`src/rtl/alclk_pkg.sv`:
```
package alclk_pkg;
  localparam int DIGITS = 6;
  typedef logic [3:0]          bcd_t;
  typedef logic [DIGITS*4-1:0] hms_t;
  typedef enum logic [1:0] {
    VIEW_TIME  = 2'd0,
    VIEW_ALARM = 2'd1,
    VIEW_ENTRY = 2'd2
  } view_e;
endpackage

```
`src/rtl/alclk_candidate.sv`:
```
module alclk_candidate #(
  parameter int RADIX = 10
) (
  input  logic                clk,
  input  logic                rst_n,
  output alclk_pkg::bcd_t     cand_o
);
  import alclk_pkg::*;
  localparam bcd_t LAST = bcd_t'(RADIX - 1);

  bcd_t cand_q, cand_d;

  always_comb begin
    if (cand_q == LAST) cand_d = '0;
    else                cand_d = cand_q + 4'd1;
  end

  always_ff @(posedge clk or negedge rst_n) begin
    if (!rst_n) cand_q <= '0;
    else        cand_q <= cand_d;
  end

  assign cand_o = cand_q;

  AST_CAND_STEP: assert property (@(posedge clk) disable iff (!rst_n)
    (cand_q != LAST) |=> (cand_q == $past(cand_q) + 4'd1));
  AST_CAND_WRAP: assert property (@(posedge clk) disable iff (!rst_n)
    (cand_q == LAST) |=> (cand_q == '0));
endmodule

```
`src/rtl/alclk_timekeeper.sv`:
```
module alclk_timekeeper #(
  parameter int HOURS_PER_DAY = 24
) (
  input  logic            clk,
  input  logic            rst_n,
  input  logic            tick_i,
  input  logic            load_i,
  input  alclk_pkg::hms_t load_val_i,
  output alclk_pkg::hms_t time_o
);
  import alclk_pkg::*;
  localparam bcd_t       ONES_LAST = 4'd9;
  localparam bcd_t       TENS_LAST = 4'd5;
  localparam logic [7:0] HOUR_LAST = {4'((HOURS_PER_DAY - 1) / 10), 4'((HOURS_PER_DAY - 1) % 10)};

  hms_t time_q, time_d;
  logic carry;

  always_comb begin
    time_d = time_q;
    carry  = 1'b1;
    if (load_i) begin
      time_d = load_val_i;
    end else if (tick_i) begin
      for (int p = 0; p < 2; p++) begin
        if (carry) begin
          if (time_d[8*p +: 4] == ONES_LAST) begin
            time_d[8*p +: 4] = '0;
            if (time_d[8*p+4 +: 4] == TENS_LAST) begin
              time_d[8*p+4 +: 4] = '0;
            end else begin
              time_d[8*p+4 +: 4] = time_d[8*p+4 +: 4] + 4'd1;
              carry = 1'b0;
            end
          end else begin
            time_d[8*p +: 4] = time_d[8*p +: 4] + 4'd1;
            carry = 1'b0;
          end
        end
      end
      if (carry) begin
        if (time_d[23:16] == HOUR_LAST) begin
          time_d[23:16] = '0;
        end else if (time_d[19:16] == ONES_LAST) begin
          time_d[19:16] = '0;
          time_d[23:20] = time_d[23:20] + 4'd1;
        end else begin
          time_d[19:16] = time_d[19:16] + 4'd1;
        end
      end
    end
  end

  always_ff @(posedge clk or negedge rst_n) begin
    if (!rst_n) time_q <= '0;
    else        time_q <= time_d;
  end

  assign time_o = time_q;

  AST_TIME_HOLD: assert property (@(posedge clk) disable iff (!rst_n)
    (!load_i && !tick_i) |=> $stable(time_q));
  AST_LOAD_WINS: assert property (@(posedge clk) disable iff (!rst_n)
    load_i |=> (time_q == $past(load_val_i)));
  AST_DAY_WRAP: assert property (@(posedge clk) disable iff (!rst_n)
    (tick_i && !load_i && time_q == {HOUR_LAST, 16'h5959}) |=> (time_q == '0));
endmodule

```
`src/rtl/alclk_entry.sv`:
```
module alclk_entry #(
  parameter int SHOW_CYCLES = 500
) (
  input  logic               clk,
  input  logic               rst_n,
  input  logic               key_yes_i,
  input  logic               key_time_i,
  input  logic               key_alarm_i,
  input  alclk_pkg::bcd_t    cand_i,
  output alclk_pkg::hms_t    buf_o,
  output logic               load_time_o,
  output alclk_pkg::hms_t    alarm_o,
  output logic               armed_o,
  output alclk_pkg::view_e   view_o
);
  import alclk_pkg::*;
  localparam int             CW       = $clog2(SHOW_CYCLES);
  localparam logic [CW-1:0]  CNT_LAST = CW'(SHOW_CYCLES - 1);

  hms_t          buf_q, buf_d, alm_q, alm_d;
  logic          armed_q, armed_d;
  view_e         view_q, view_d;
  logic [CW-1:0] cnt_q, cnt_d;
  logic          entering;

  assign entering = (view_q == VIEW_ENTRY);

  always_comb begin
    buf_d       = buf_q;
    alm_d       = alm_q;
    armed_d     = armed_q;
    view_d      = view_q;
    cnt_d       = cnt_q;
    load_time_o = 1'b0;
    if (key_yes_i) begin
      buf_d  = {buf_q[DIGITS*4-5:0], cand_i};
      view_d = VIEW_ENTRY;
      cnt_d  = '0;
    end else if (entering && key_time_i) begin
      load_time_o = 1'b1;
      buf_d       = '0;
      view_d      = VIEW_TIME;
    end else if (entering && key_alarm_i) begin
      alm_d   = buf_q;
      armed_d = 1'b1;
      buf_d   = '0;
      view_d  = VIEW_TIME;
    end else if (key_alarm_i) begin
      view_d = VIEW_ALARM;
      cnt_d  = '0;
    end else if (view_q == VIEW_ALARM) begin
      if (cnt_q == CNT_LAST) begin
        view_d = VIEW_TIME;
        cnt_d  = '0;
      end else begin
        cnt_d = cnt_q + 1'b1;
      end
    end
  end

  always_ff @(posedge clk or negedge rst_n) begin
    if (!rst_n) begin
      buf_q   <= '0;
      alm_q   <= '0;
      armed_q <= 1'b0;
      view_q  <= VIEW_TIME;
      cnt_q   <= '0;
    end else begin
      buf_q   <= buf_d;
      alm_q   <= alm_d;
      armed_q <= armed_d;
      view_q  <= view_d;
      cnt_q   <= cnt_d;
    end
  end

  assign buf_o   = buf_q;
  assign alarm_o = alm_q;
  assign armed_o = armed_q;
  assign view_o  = view_q;

  AST_YES_ENTERS: assert property (@(posedge clk) disable iff (!rst_n)
    key_yes_i |=> (view_q == VIEW_ENTRY));
  AST_ALARM_VIEW_SRC: assert property (@(posedge clk) disable iff (!rst_n)
    $rose(view_q == VIEW_ALARM) |-> $past(key_alarm_i));
  AST_ARM_LOAD: assert property (@(posedge clk) disable iff (!rst_n)
    (entering && key_alarm_i && !key_yes_i && !key_time_i) |=> (armed_q && alm_q == $past(buf_q)));
  AST_TIME_KEY_IDLE: assert property (@(posedge clk) disable iff (!rst_n)
    (!entering && !key_yes_i) |-> !load_time_o);
endmodule

```
`src/rtl/alarm_clock_core.sv`:
```
module alarm_clock_core #(
  parameter int SHOW_CYCLES   = 500,
  parameter int HOURS_PER_DAY = 24,
  parameter int RADIX         = 10
) (
  input  logic        clk,
  input  logic        rst_n,
  input  logic        tick_1s,
  input  logic        key_yes,
  input  logic        key_time,
  input  logic        key_alarm,
  output logic [23:0] disp_digits,
  output logic [3:0]  cand_digit,
  output logic [1:0]  disp_mode,
  output logic        buzz_en
);
  import alclk_pkg::*;

  bcd_t  cand;
  hms_t  entry_buf, alarm_val, time_val;
  logic  load_time, armed;
  view_e view;

  alclk_candidate #(.RADIX(RADIX)) u_cand (
    .clk(clk), .rst_n(rst_n), .cand_o(cand));

  alclk_entry #(.SHOW_CYCLES(SHOW_CYCLES)) u_entry (
    .clk(clk), .rst_n(rst_n),
    .key_yes_i(key_yes), .key_time_i(key_time), .key_alarm_i(key_alarm),
    .cand_i(cand), .buf_o(entry_buf), .load_time_o(load_time),
    .alarm_o(alarm_val), .armed_o(armed), .view_o(view));

  alclk_timekeeper #(.HOURS_PER_DAY(HOURS_PER_DAY)) u_time (
    .clk(clk), .rst_n(rst_n), .tick_i(tick_1s), .load_i(load_time),
    .load_val_i(entry_buf), .time_o(time_val));

  always_comb begin
    unique case (view)
      VIEW_ALARM: disp_digits = alarm_val;
      VIEW_ENTRY: disp_digits = entry_buf;
      default:    disp_digits = time_val;
    endcase
  end

  assign cand_digit = cand;
  assign disp_mode  = view;
  assign buzz_en    = armed && (time_val == alarm_val);
endmodule

```
`config.mk`:
```
export PLATFORM = sky130hd
export DESIGN_NAME = alarm_clock_core
export DESIGN_NICKNAME = d
export VERILOG_FILES = /design/src/rtl/alclk_pkg.sv /design/src/rtl/alclk_candidate.sv /design/src/rtl/alclk_timekeeper.sv /design/src/rtl/alclk_entry.sv /design/src/rtl/alarm_clock_core.sv
export SDC_FILE = /design/constraint.sdc
export NUM_CORES = 1
export LEC_CHECK = 0
export BUFFER_PORTS_ARGS = -buffer_cell sky130_fd_sc_hd__buf_4
export CORE_ASPECT_RATIO = 1.2
export CORE_MARGIN = 2
export CORE_UTILIZATION = 56
export DETAILED_ROUTE_END_ITERATION = 8
export PLACE_DENSITY = 0.75
export SYNTH_ARGS = -nofsm -noshare
export SYNTH_HDL_FRONTEND = slang
export SYNTH_SLANG_ARGS = --single-unit
```
`constraint.sdc`:
```
create_clock -name clk -period 3.1 [get_ports clk]
set_clock_uncertainty 0.2 [all_clocks]
set_input_delay 0.465 -clock clk [delete_from_list [all_inputs] [get_ports clk]]
set_output_delay 0.465 -clock clk [all_outputs]
set_load 0.1 [all_outputs]
```
==> out/qor.yml, run 1 <==
grt_max_degree: 57
drive_above_1_share_pct: 27.0
finalSetupTns_ps: 0
slew_headroom_pct: 50.0
portBuffers: 36
rows: 37
worst_hold_slack_ps: 255
via_count: 3870
synth_seq_cells: 88
cts_tree: "built"
hp-start: "tick_1s"
die_h_um: 106
cpPeakStageDelay_ps: 700
antenna-diode-count: 0
grt_pass1_wl_mm: 19.1
post-place-cells: 612
maxCapViolCount: 0
rsz0062_at_grt: "no"
postSynth.asyncResetShare_pct: 100
ys_seq_area_share_pct: 45.6
setup_violations: 0
die_area_mm2: 0.00939
cp-end-kind: "primary output"
first_global_vias: 3762
seq_area_mm2: 0.00220
drt_wl_total_mm: 11.5
syn_area_mm2: 0.00483
crit_path_start_kind: "flop"
dieWidth_um: 88.8
status: "finished clean"
fin_cells: 629
clk_path_buf_depth: 2
core-area_mm2: 0.00847
wl_per_cell_um: 18.3
start_util_pct: 57.1
finalHoldViolCount: 0
finalPower_mw: 3.81
cts.sinks: 88
antenna_found_initial: 0
cts.repair.resized: 0
finish.instance_area_mm2: 0.00559
cts_buffers: 9
tightest_slew_ps: 750
area_delta_synth_final_pct: 15.6
startpoint: "u_entry.view_o[1]"
synth_edf_count: 0
cp_common_cell: "buf_4"
viasPerCell: 6.15
ys_types: 60
root_buffer: "clkbuf_8"
crit_slowest_cell: "ha_2"
overflow: 0
critPathRequiredTime_ps: 2430
p_leak_nw: 2.45
dpl.hpwl_mm: 8.08
p_per_area_mw_per_mm2: 683
max-vdd-ir-drop_mv: 0.317
ys_warn_count: 0
hp-class: "input port to flop"
synth_top_cells_by_area: "dfrtp_1 (46%), mux2_2 (5.8%), a22o_1 (4.7%)"
finalCriticalPeriod_ps: 2940
ant_nets: 0
htreeDepth: 3
period_share_pct: 94.8
fillers: 702
io_pins: 37
syn-num-nets: 489
critPathBufInv: 2
dr.pass1.iters: 4
synth_flop_cell: "dfrtp_1"
crit_fanout: 20
nets: 520
cp.arrival_ps: 2270
yosys.area.top_type: "dfrtp_1"
syn_inst: 476
path_cells: "ha_2 -> buf_4 -> nand2_1 -> o21ai_2 -> buf_4"
drtIter0Drc: 287
multi_input_comb_area_mm2: 0.00258
drcViolationCount: 0
criticalPathCategory: "flop to primary output"
clock_latency_ps: 350
syn_area_per_cell_um2: 10.2
fmax_ghz: 0.340
critical-path-top-delay-family: "adder cells"
r2r-start: "u_entry.view_o[0]"
synth_top_cell_area_share_pct: 45.6
place_area_mm2: 0.00540
report.final.slew_viol_count: 0
grt_use_total_pct: 26.4
post_cts_buffers: 0
clk_pin_slew_ps: 90
globalplace.congestion: 0.819
## tightest hold or removal path, cell delays in order
cell	delay [ps]
buf_4	120
xnor2_1	110
o21ai_0	70
## layout make-up
| cell class | count | area share, % |
|---|---|---|
| clock buffer | 9 | 2.22 |
| clock inverter | 7 | 0.985 |
| inverter | 15 | 1.01 |
| multi-input combinational | 341 | 46.2 |
| sequential | 88 | 39.5 |
| tap | 117 | 2.62 |
| timing repair buffer | 52 | 7.48 |
## cell usage in the layout (no fill, tap or decap), drive strengths merged, types with 2 or more instances in the layout
cell / netlist / layout
dfrtp: 88 / 88
buf: 17 / 51
nand2: 50 / 50
o21ai: 43 / 43
a22o: 26 / 26
mux2: 25 / 25
xor2: 21 / 21
nor2: 21 / 21
xnor2: 20 / 20
a22oi: 18 / 18
inv: 15 / 17
nand3: 16 / 16
a21oi: 12 / 12
clkbuf: 15 / 9
nor4: 9 / 9
ha: 7 / 7
a221oi: 6 / 6
nor2b: 6 / 6
nand4: 5 / 5
o211ai: 4 / 4
mux2i: 4 / 4
o31ai: 4 / 4
nand3b: 4 / 4
and4bb: 3 / 3
nor4b: 3 / 3
a31oi: 3 / 3
and3: 3 / 3
and3b: 3 / 3
a211oi: 3 / 3
clkinv: 0 / 3
nor3: 2 / 2
o21a: 2 / 2
clkinvlp: 0 / 2
nor3b: 2 / 2
and2: 2 / 2
o41ai: 2 / 2
## cells in the mapped netlist (2+ instances only)
library cell,n
nand3b_1,3
clkbuf_1,15
buf_4,3
nor2b_1,6
o21ai_0,41
nand4_1,5
nor4b_2,3
a22o_1,26
nor2_1,21
nand2_1,50
a221oi_1,6
nor3_1,2
mux2i_1,4
o31ai_1,4
nand3_1,16
ha_1,7
a31oi_1,3
xor2_1,21
o211ai_1,4
and3b_1,2
and3_1,3
mux2_2,25
a22oi_1,18
dfrtp_1,88
and4bb_2,3
buf_1,3
buf_2,10
a211oi_1,2
inv_1,14
a21oi_1,12
nor4_1,7
xnor2_1,20
o21a_1,2
## metal layers
layer | track usage (%) | vias up | wire length [µm]
li1 | - | 1795 | -
met1 | 36.6 | 1943 | 5050
met2 | 40.5 | 110 | 5630
met3 | 5.09 | 22 | 538
met4 | 10.3 | 0 | 277
met5 | 0 | - | 0
## power breakdown
part	switching, mW	total, mW	internal, mW
logic	1.02	1.51	0.495
clock network	0.425	0.723	0.298
registers	0.269	1.58	1.31
total	1.71	3.81	2.11
## final timing paths
check,to,cells after the start,slack (ps)
min in group asynchronous,u_entry.buf_o[15],2,510
max,disp_digits[6],5,160
min reg2reg,u_entry.armed_o,1,270
max reg2reg,u_entry.alarm_o[3],7,760
max in group asynchronous,u_time.time_o[22],3,1540
min,u_time.time_o[0],3,250
## timing repair
action	CTS	global route
hold endpoints to repair	43	0
setup endpoints to repair	0	0
hold buffers	1	0
## flip-flops by register name (all words and copies together), names as in the netlist
register	flops
u_time.time_o	24
u_entry.cnt_q	9
u_cand.cand_o	4
u_entry.view_o	2
u_entry.alarm_o	24
u_entry.armed_o	1
u_entry.buf_o	24
## per-stage QoR
stage / setup WS (ps) / utilization, %
finish: 162 / 66.0
floorplan: 46.2 / -
detailed placement: 546 / 63.7
global route: 62.8 / 66.0
global placement: 595 / 63.7
CTS: 144 / 66.0
## kinds of logic (layout without fill, tap and decap cells)
| kind of cell | after synthesis | in the layout | share of synthesized area [%] |
|---|---|---|---|
| buf+inv | 47 | 83 | 4.30 |
| mux | 29 | 29 | 6.65 |
| fa+ha+maj | 7 | 7 | 1.81 |
| simple gates | 136 | 136 | 15.8 |
| flops | 88 | 88 | 45.6 |
| xor+xnor | 41 | 41 | 7.43 |
| compound gates | 128 | 128 | 18.5 |
Note: power is estimated with default switching activity, not from simulation.
==> run 2, diff against run 1 <==
Settings changed: CORE_UTILIZATION 56 to 54, PLACE_DENSITY 0.75 to 0.76.
Clock period 3.1 ns to 2.56 ns, I/O delays scaled along.
==> out/qor.yml, run 2 (synthesis gave the netlist of run 1 again) <==
tightest_slew_ps: 507  # -243 ps
power_frac_comb_pct: 43.6  # +4.0 points
drive_above_1_share_pct: 31.8  # +4.9 points
reg2regPathDepth: 6  # -1
cts.sinks: 88  # unchanged
place_area_mm2: 0.00559  # +3.5%
fillers: 599  # -15%
core-area_mm2: 0.00866  # +2.2%
cp-end-kind: "primary output"
routed.top_layer: "met4"
grt_pass1_wl_mm: 20.3  # +6.4%
portBuffers: 36  # unchanged
p_int_mw: 2.90  # +38%
layout_common_cells: "dfrtp_1 (80), nand2_1 (50), buf_4 (34), a22o_1 (26), mux2_2 (25)"
wl_met1_mm: 5.33  # +5.7%
antenna-diode-count: 0  # unchanged
setup_violations: 0  # unchanged
p_per_area_mw_per_mm2: 823  # +21%
critPathRequiredTime_ps: 1980  # -450 ps
grt_use_total_pct: 27.1  # +0.70 points
dr.pass1.iters: 5  # +1
htreeDepth: 3  # unchanged
fin_util_pct: 71.7  # +5.8 points
die_h_um: 108  # +1.8%
drcViolationCount: 0  # unchanged
report.final.slew_viol_count: 0  # unchanged
crit_fanout: 3  # -85%
clk_pin_slew_ps: 90  # about the same
maxCapViolCount: 0  # unchanged
seqPwrFrac_pct: 37.1  # -4.3 points
die_area_mm2: 0.00973  # +3.5%
multi_input_comb_area_mm2: 0.00280  # +8.4%
status: "finished clean"
grt_max_degree: 56  # -1.8%
drtIter0Drc: 276  # -3.8%
worst_hold_slack_ps: 131  # -124 ps
pwr-share-clk_pct: 19.2  # +0.3 points
hold_depth: 2  # -1
rows: 37  # unchanged
slew_headroom_pct: 65.7  # +16 points
wl_met3_um: 636  # +18%
clock_latency_ps: 380  # +30 ps
hp-class: "input port to flop"
viasPerCell: 6.21  # +0.90%
area_delta_synth_final_pct: 28.5
cts_buffers: 9  # unchanged
cp-endpoint: "buzz_en"
cp.arrival_ps: 1940  # -330 ps
io_pins: 37  # unchanged
ant_nets: 0  # unchanged
rsz0062_at_grt: "yes"
finalHoldViolCount: 0  # unchanged
route.met2.wl_mm: 6.57  # +17%
max-vdd-ir-drop_mv: 0.414  # +30%
first_global_vias: 3949  # +5.0%
r2r-start: "u_entry.view_o[1]"
start_util_pct: 55.8  # -1.2 points
p_leak_nw: 2.64  # +8.0%
root_buffer: "clkbuf_8"
timing.rr.end: "u_time.time_o[20]"
drt_wl_total_mm: 12.9  # +13%
antenna_found_initial: 0  # unchanged
criticalPathCategory: "flop to primary output"
crit_path_start_kind: "flop"
dpl.hpwl_mm: 8.08  # about the same
nets: 536  # +3.1%
finalCriticalPeriod_ps: 2520
wl_per_cell_um: 20.1  # +9.8%
swShare_pct: 43.2  # -1.6 points
final_common_cell: "dfrtp_1"
power.net_switching_mw: 2.21  # +29%
via_count: 4004  # +3.5%
clk_path_buf_depth: 2  # unchanged
fmax_ghz: 0.397
globalplace.congestion: 0.917  # +12%
cts_tree: "built"
seq_area_mm2: 0.00222  # +0.57%
overflow: 0  # unchanged
finish.instance_area_mm2: 0.00621  # +11%
r2r_slack_ps: 170  # -590 ps
dieWidth_um: 90.4  # +1.8%
period_share_pct: 98.5
startpoint: "u_time.time_o[8]"
run 2: cell count changes in the layout (fill, tap and decap cells not counted), sizes merged:
cell,before,now
clkbuf,9,13
buf,51,65
clkinvlp,2,1
inv,17,15
bufinv,0,1
run 2: metrics by stage:
step / power, mW / TNS [ps] / std cells / setup slack, ps
4_1_cts: 4.99 / -24.0 / 639 / -8.93
3_3_place_gp: 3.85 / 0 / 613 / 213
2_1_floorplan: 3.42 / -50.2 / 476 / -50.2
6_report: 5.11 / 0 / 645 / 38.3
5_1_grt: 5.34 / -47.9 / 645 / -34.8
3_5_place_dp: 3.89 / 0 / 613 / 172
run 2: layout make-up:
class,count,area share (%)
multi-input cells,341,45.1
flip-flops and latches,88,35.7
repair buffers,68,12.7
well taps,117,2.36
clock buffers,11,2.28
inverters,15,0.947
clock inverters,5,0.907
run 2: power groups by stage:
stage               registers (mW)  clock network, mW  logic, mW
floorplan                     1.81                  0       1.61
global placement              1.91                  0       1.94
detailed placement            1.92                  0       1.97
CTS                           1.88              0.999       2.11
global route                  1.92               1.06       2.36
finish                        1.90              0.983       2.23
run 2: timing repair:
action	CTS	global route
hold buffers	1	0
setup endpoints to repair	25	25
resized for setup	27	33
hold endpoints to repair	33	0
pin swaps	3	7
gates cloned	0	2
buffers inserted	9	4
run 2: worst min path at each step:
stage	from	endpoint	slack [ps]
2_1_floorplan	rst_n	u_cand.cand_o[0]	-110
3_3_place_gp	rst_n	u_time.time_o[13]	160
3_5_place_dp	rst_n	u_time.time_o[23]	170
5_1_grt	key_alarm	u_entry.cnt_q[5]	120
4_1_cts	key_yes	u_entry.view_o[0]	120
6_report	key_yes	u_entry.view_o[0]	130
run 2: metal layers:
metal | track usage [%] | up-vias
met5 | 0 | -
met4 | 12.9 | 0
met3 | 4.62 | 31
met2 | 45.4 | 151
met1 | 34.4 | 2001
li1 | - | 1821
run 2: worst max-delay path, cell delays in order, from the launching register on:
cell,delay [ps]
dfrtp_2,430
xor2_1,160
nor4_1,280
nand3_1,180
nor4_4,240
buf_6,260
==> run 3, diff against run 2 <==
Settings changed: CORE_UTILIZATION 54 to 56, CTS_BUF_LIST set to sky130_fd_sc_hd__clkbuf_8, PLACE_DENSITY 0.76 to 0.78.
==> out/qor.yml, run 3 (synthesis gave the netlist of run 1 again) <==
status: "finished with violations"
violations: "setup timing"
cp-end-kind: "primary output"
fin_ws_ps: -52.0  # -90.3 ps
crit_path_start_kind: "flop"
criticalPathCategory: "flop to primary output"
nets: 533  # -0.56%
report.final.slew_viol_count: 0  # unchanged
crit_fanout: 3  # unchanged
antenna-diode-count: 0  # unchanged
dr.pass1.iters: 5  # unchanged
period_share_pct: 102  # +3.5 points
io_pins: 37  # unchanged
place_ws_ps: 206  # +33.9 ps
cts_tree: "built"
drcViolationCount: 0  # unchanged
fin_util_pct: 71.8  # about the same
fmax_ghz: 0.383  # -3.5%
htreeDepth: 3  # unchanged
p_per_area_mw_per_mm2: 835  # +1.4%
core-area_mm2: 0.00847  # -2.1%
first_global_vias: 3948  # -0.025%
grt_use_total_pct: 29.1  # +2.0 points
grt_max_degree: 49  # -13%
max-vdd-ir-drop_mv: 0.353  # -15%
finalCriticalPeriod_ps: 2610  # +90.3 ps
cts.sinks: 88  # unchanged
cp.arrival_ps: 2030  # +90 ps
grt_pass1_wl_mm: 20.6  # +1.4%
slew_headroom_pct: 55.5  # -10 points
start_util_pct: 57.1  # +1.2 points
clk_path_buf_depth: 2  # unchanged
cpPeakStageDelay_ps: 440  # about the same
hp-class: "input port to flop"
crit_slowest_cell: "dfrtp_1"
area_delta_synth_final_pct: 25.8
dieWidth_um: 88.8  # -1.7%
finalHoldViolCount: 0  # unchanged
setup_violations: 1  # +1
drt_wl_total_mm: 12.8  # -1.1%
p_leak_nw: 2.61  # -1.1%
via_count: 4058  # +1.3%
viasPerCell: 6.33  # +2.0%
rows: 37  # unchanged
maxCapViolCount: 0  # unchanged
path_cells: "xnor2_1 -> nand4_1 -> nor4_4 -> buf_6"
dpl.hpwl_mm: 8.22  # +1.7%
critPathRequiredTime_ps: 1980  # about the same
drtIter0Drc: 421  # +53%
die_area_mm2: 0.00939  # -3.4%
cts_buffers: 9  # unchanged
layout_common_cells: "dfrtp_1 (81), nand2_1 (50), buf_4 (32), a22o_1 (26), mux2_2 (25)"
globalplace.congestion: 0.919  # +0.24%
final_common_cell: "dfrtp_1"
critPathBufInv: 1  # unchanged
die_h_um: 106  # -1.7%
overflow: 0  # unchanged
drive_above_1_share_pct: 31.1  # -0.71 points
clock_latency_ps: 360  # -20 ps
clk_pin_slew_ps: 80  # about the same
antenna_found_initial: 0  # unchanged
wl_per_cell_um: 20.0  # -0.52%
tightest_slew_ps: 667  # +160 ps
root_buffer: "clkbuf_8"
critical-path-top-delay-family: "simple AND/OR/NAND/NOR gates"
rsz0062_at_grt: "yes"
portBuffers: 36  # unchanged
ant_nets: 0  # unchanged
-- run 3: cell type report --
| class | instances | area [µm²] |
|---|---|---|
| Multi-Input combinational cell | 341 | 2770 |
| Fill cell | 637 | 2390 |
| Sequential cell | 88 | 2220 |
| Timing Repair Buffer | 65 | 687 |
| Clock buffer | 12 | 165 |
| Tap cell | 117 | 146 |
| Inverter | 15 | 56.3 |
| Clock inverter | 3 | 40.0 |
-- run 3: per-layer routing --
metal  routed length, µm  global-route usage, %  up-vias
li1                    -                      -     1810
met1                5130                   38.1     2017
met2                6290                   45.7      194
met3                 821                   4.31       37
met4                 550                   16.0        0
met5                   0                      0        -
-- run 3: metrics by stage --
step	cell area (µm²)	hold WS, ps	cells	TNS [ps]	total power, mW
after global routing	6080	86.8	641	-72.6	5.31
after global placement	5580	252	616	0	3.85
after floorplan	5150	-112	476	-50.2	3.42
after detailed placement	5580	256	616	0	3.88
final	6080	86.3	641	-52.0	5.08
after CTS	5990	81.8	637	-48.5	5.00
-- run 3: report_power, final --
group          switching (mW)  internal, mW
registers               0.309          1.59
clock network           0.472         0.523
logic                    1.39         0.789
total                    2.17          2.91
-- run 3: timing repair --
action | CTS | global route
endpoints found under the setup margin | 25 | 13
hold endpoints to repair | 46 | 0
gates resized for setup | 27 | 17
buffers inserted | 5 | 4
pin swaps | 1 | 5
hold buffers | 1 | 0
-- run 3: path summary, 6_finish.rpt --
check	end	depth (start not counted)	slack (ps)	startpoint
setup / recovery	buzz_en	4	-50	u_entry.alarm_o[17]
hold / removal	u_entry.view_o[0]	2	90	key_yes
setup reg to reg	u_time.time_o[21]	8	220	u_time.time_o[20]
hold reg to reg	u_entry.armed_o	1	290	u_entry.armed_o
max in group asynchronous	u_entry.buf_o[5]	3	1110	rst_n
min in group asynchronous	u_time.time_o[14]	2	390	rst_n
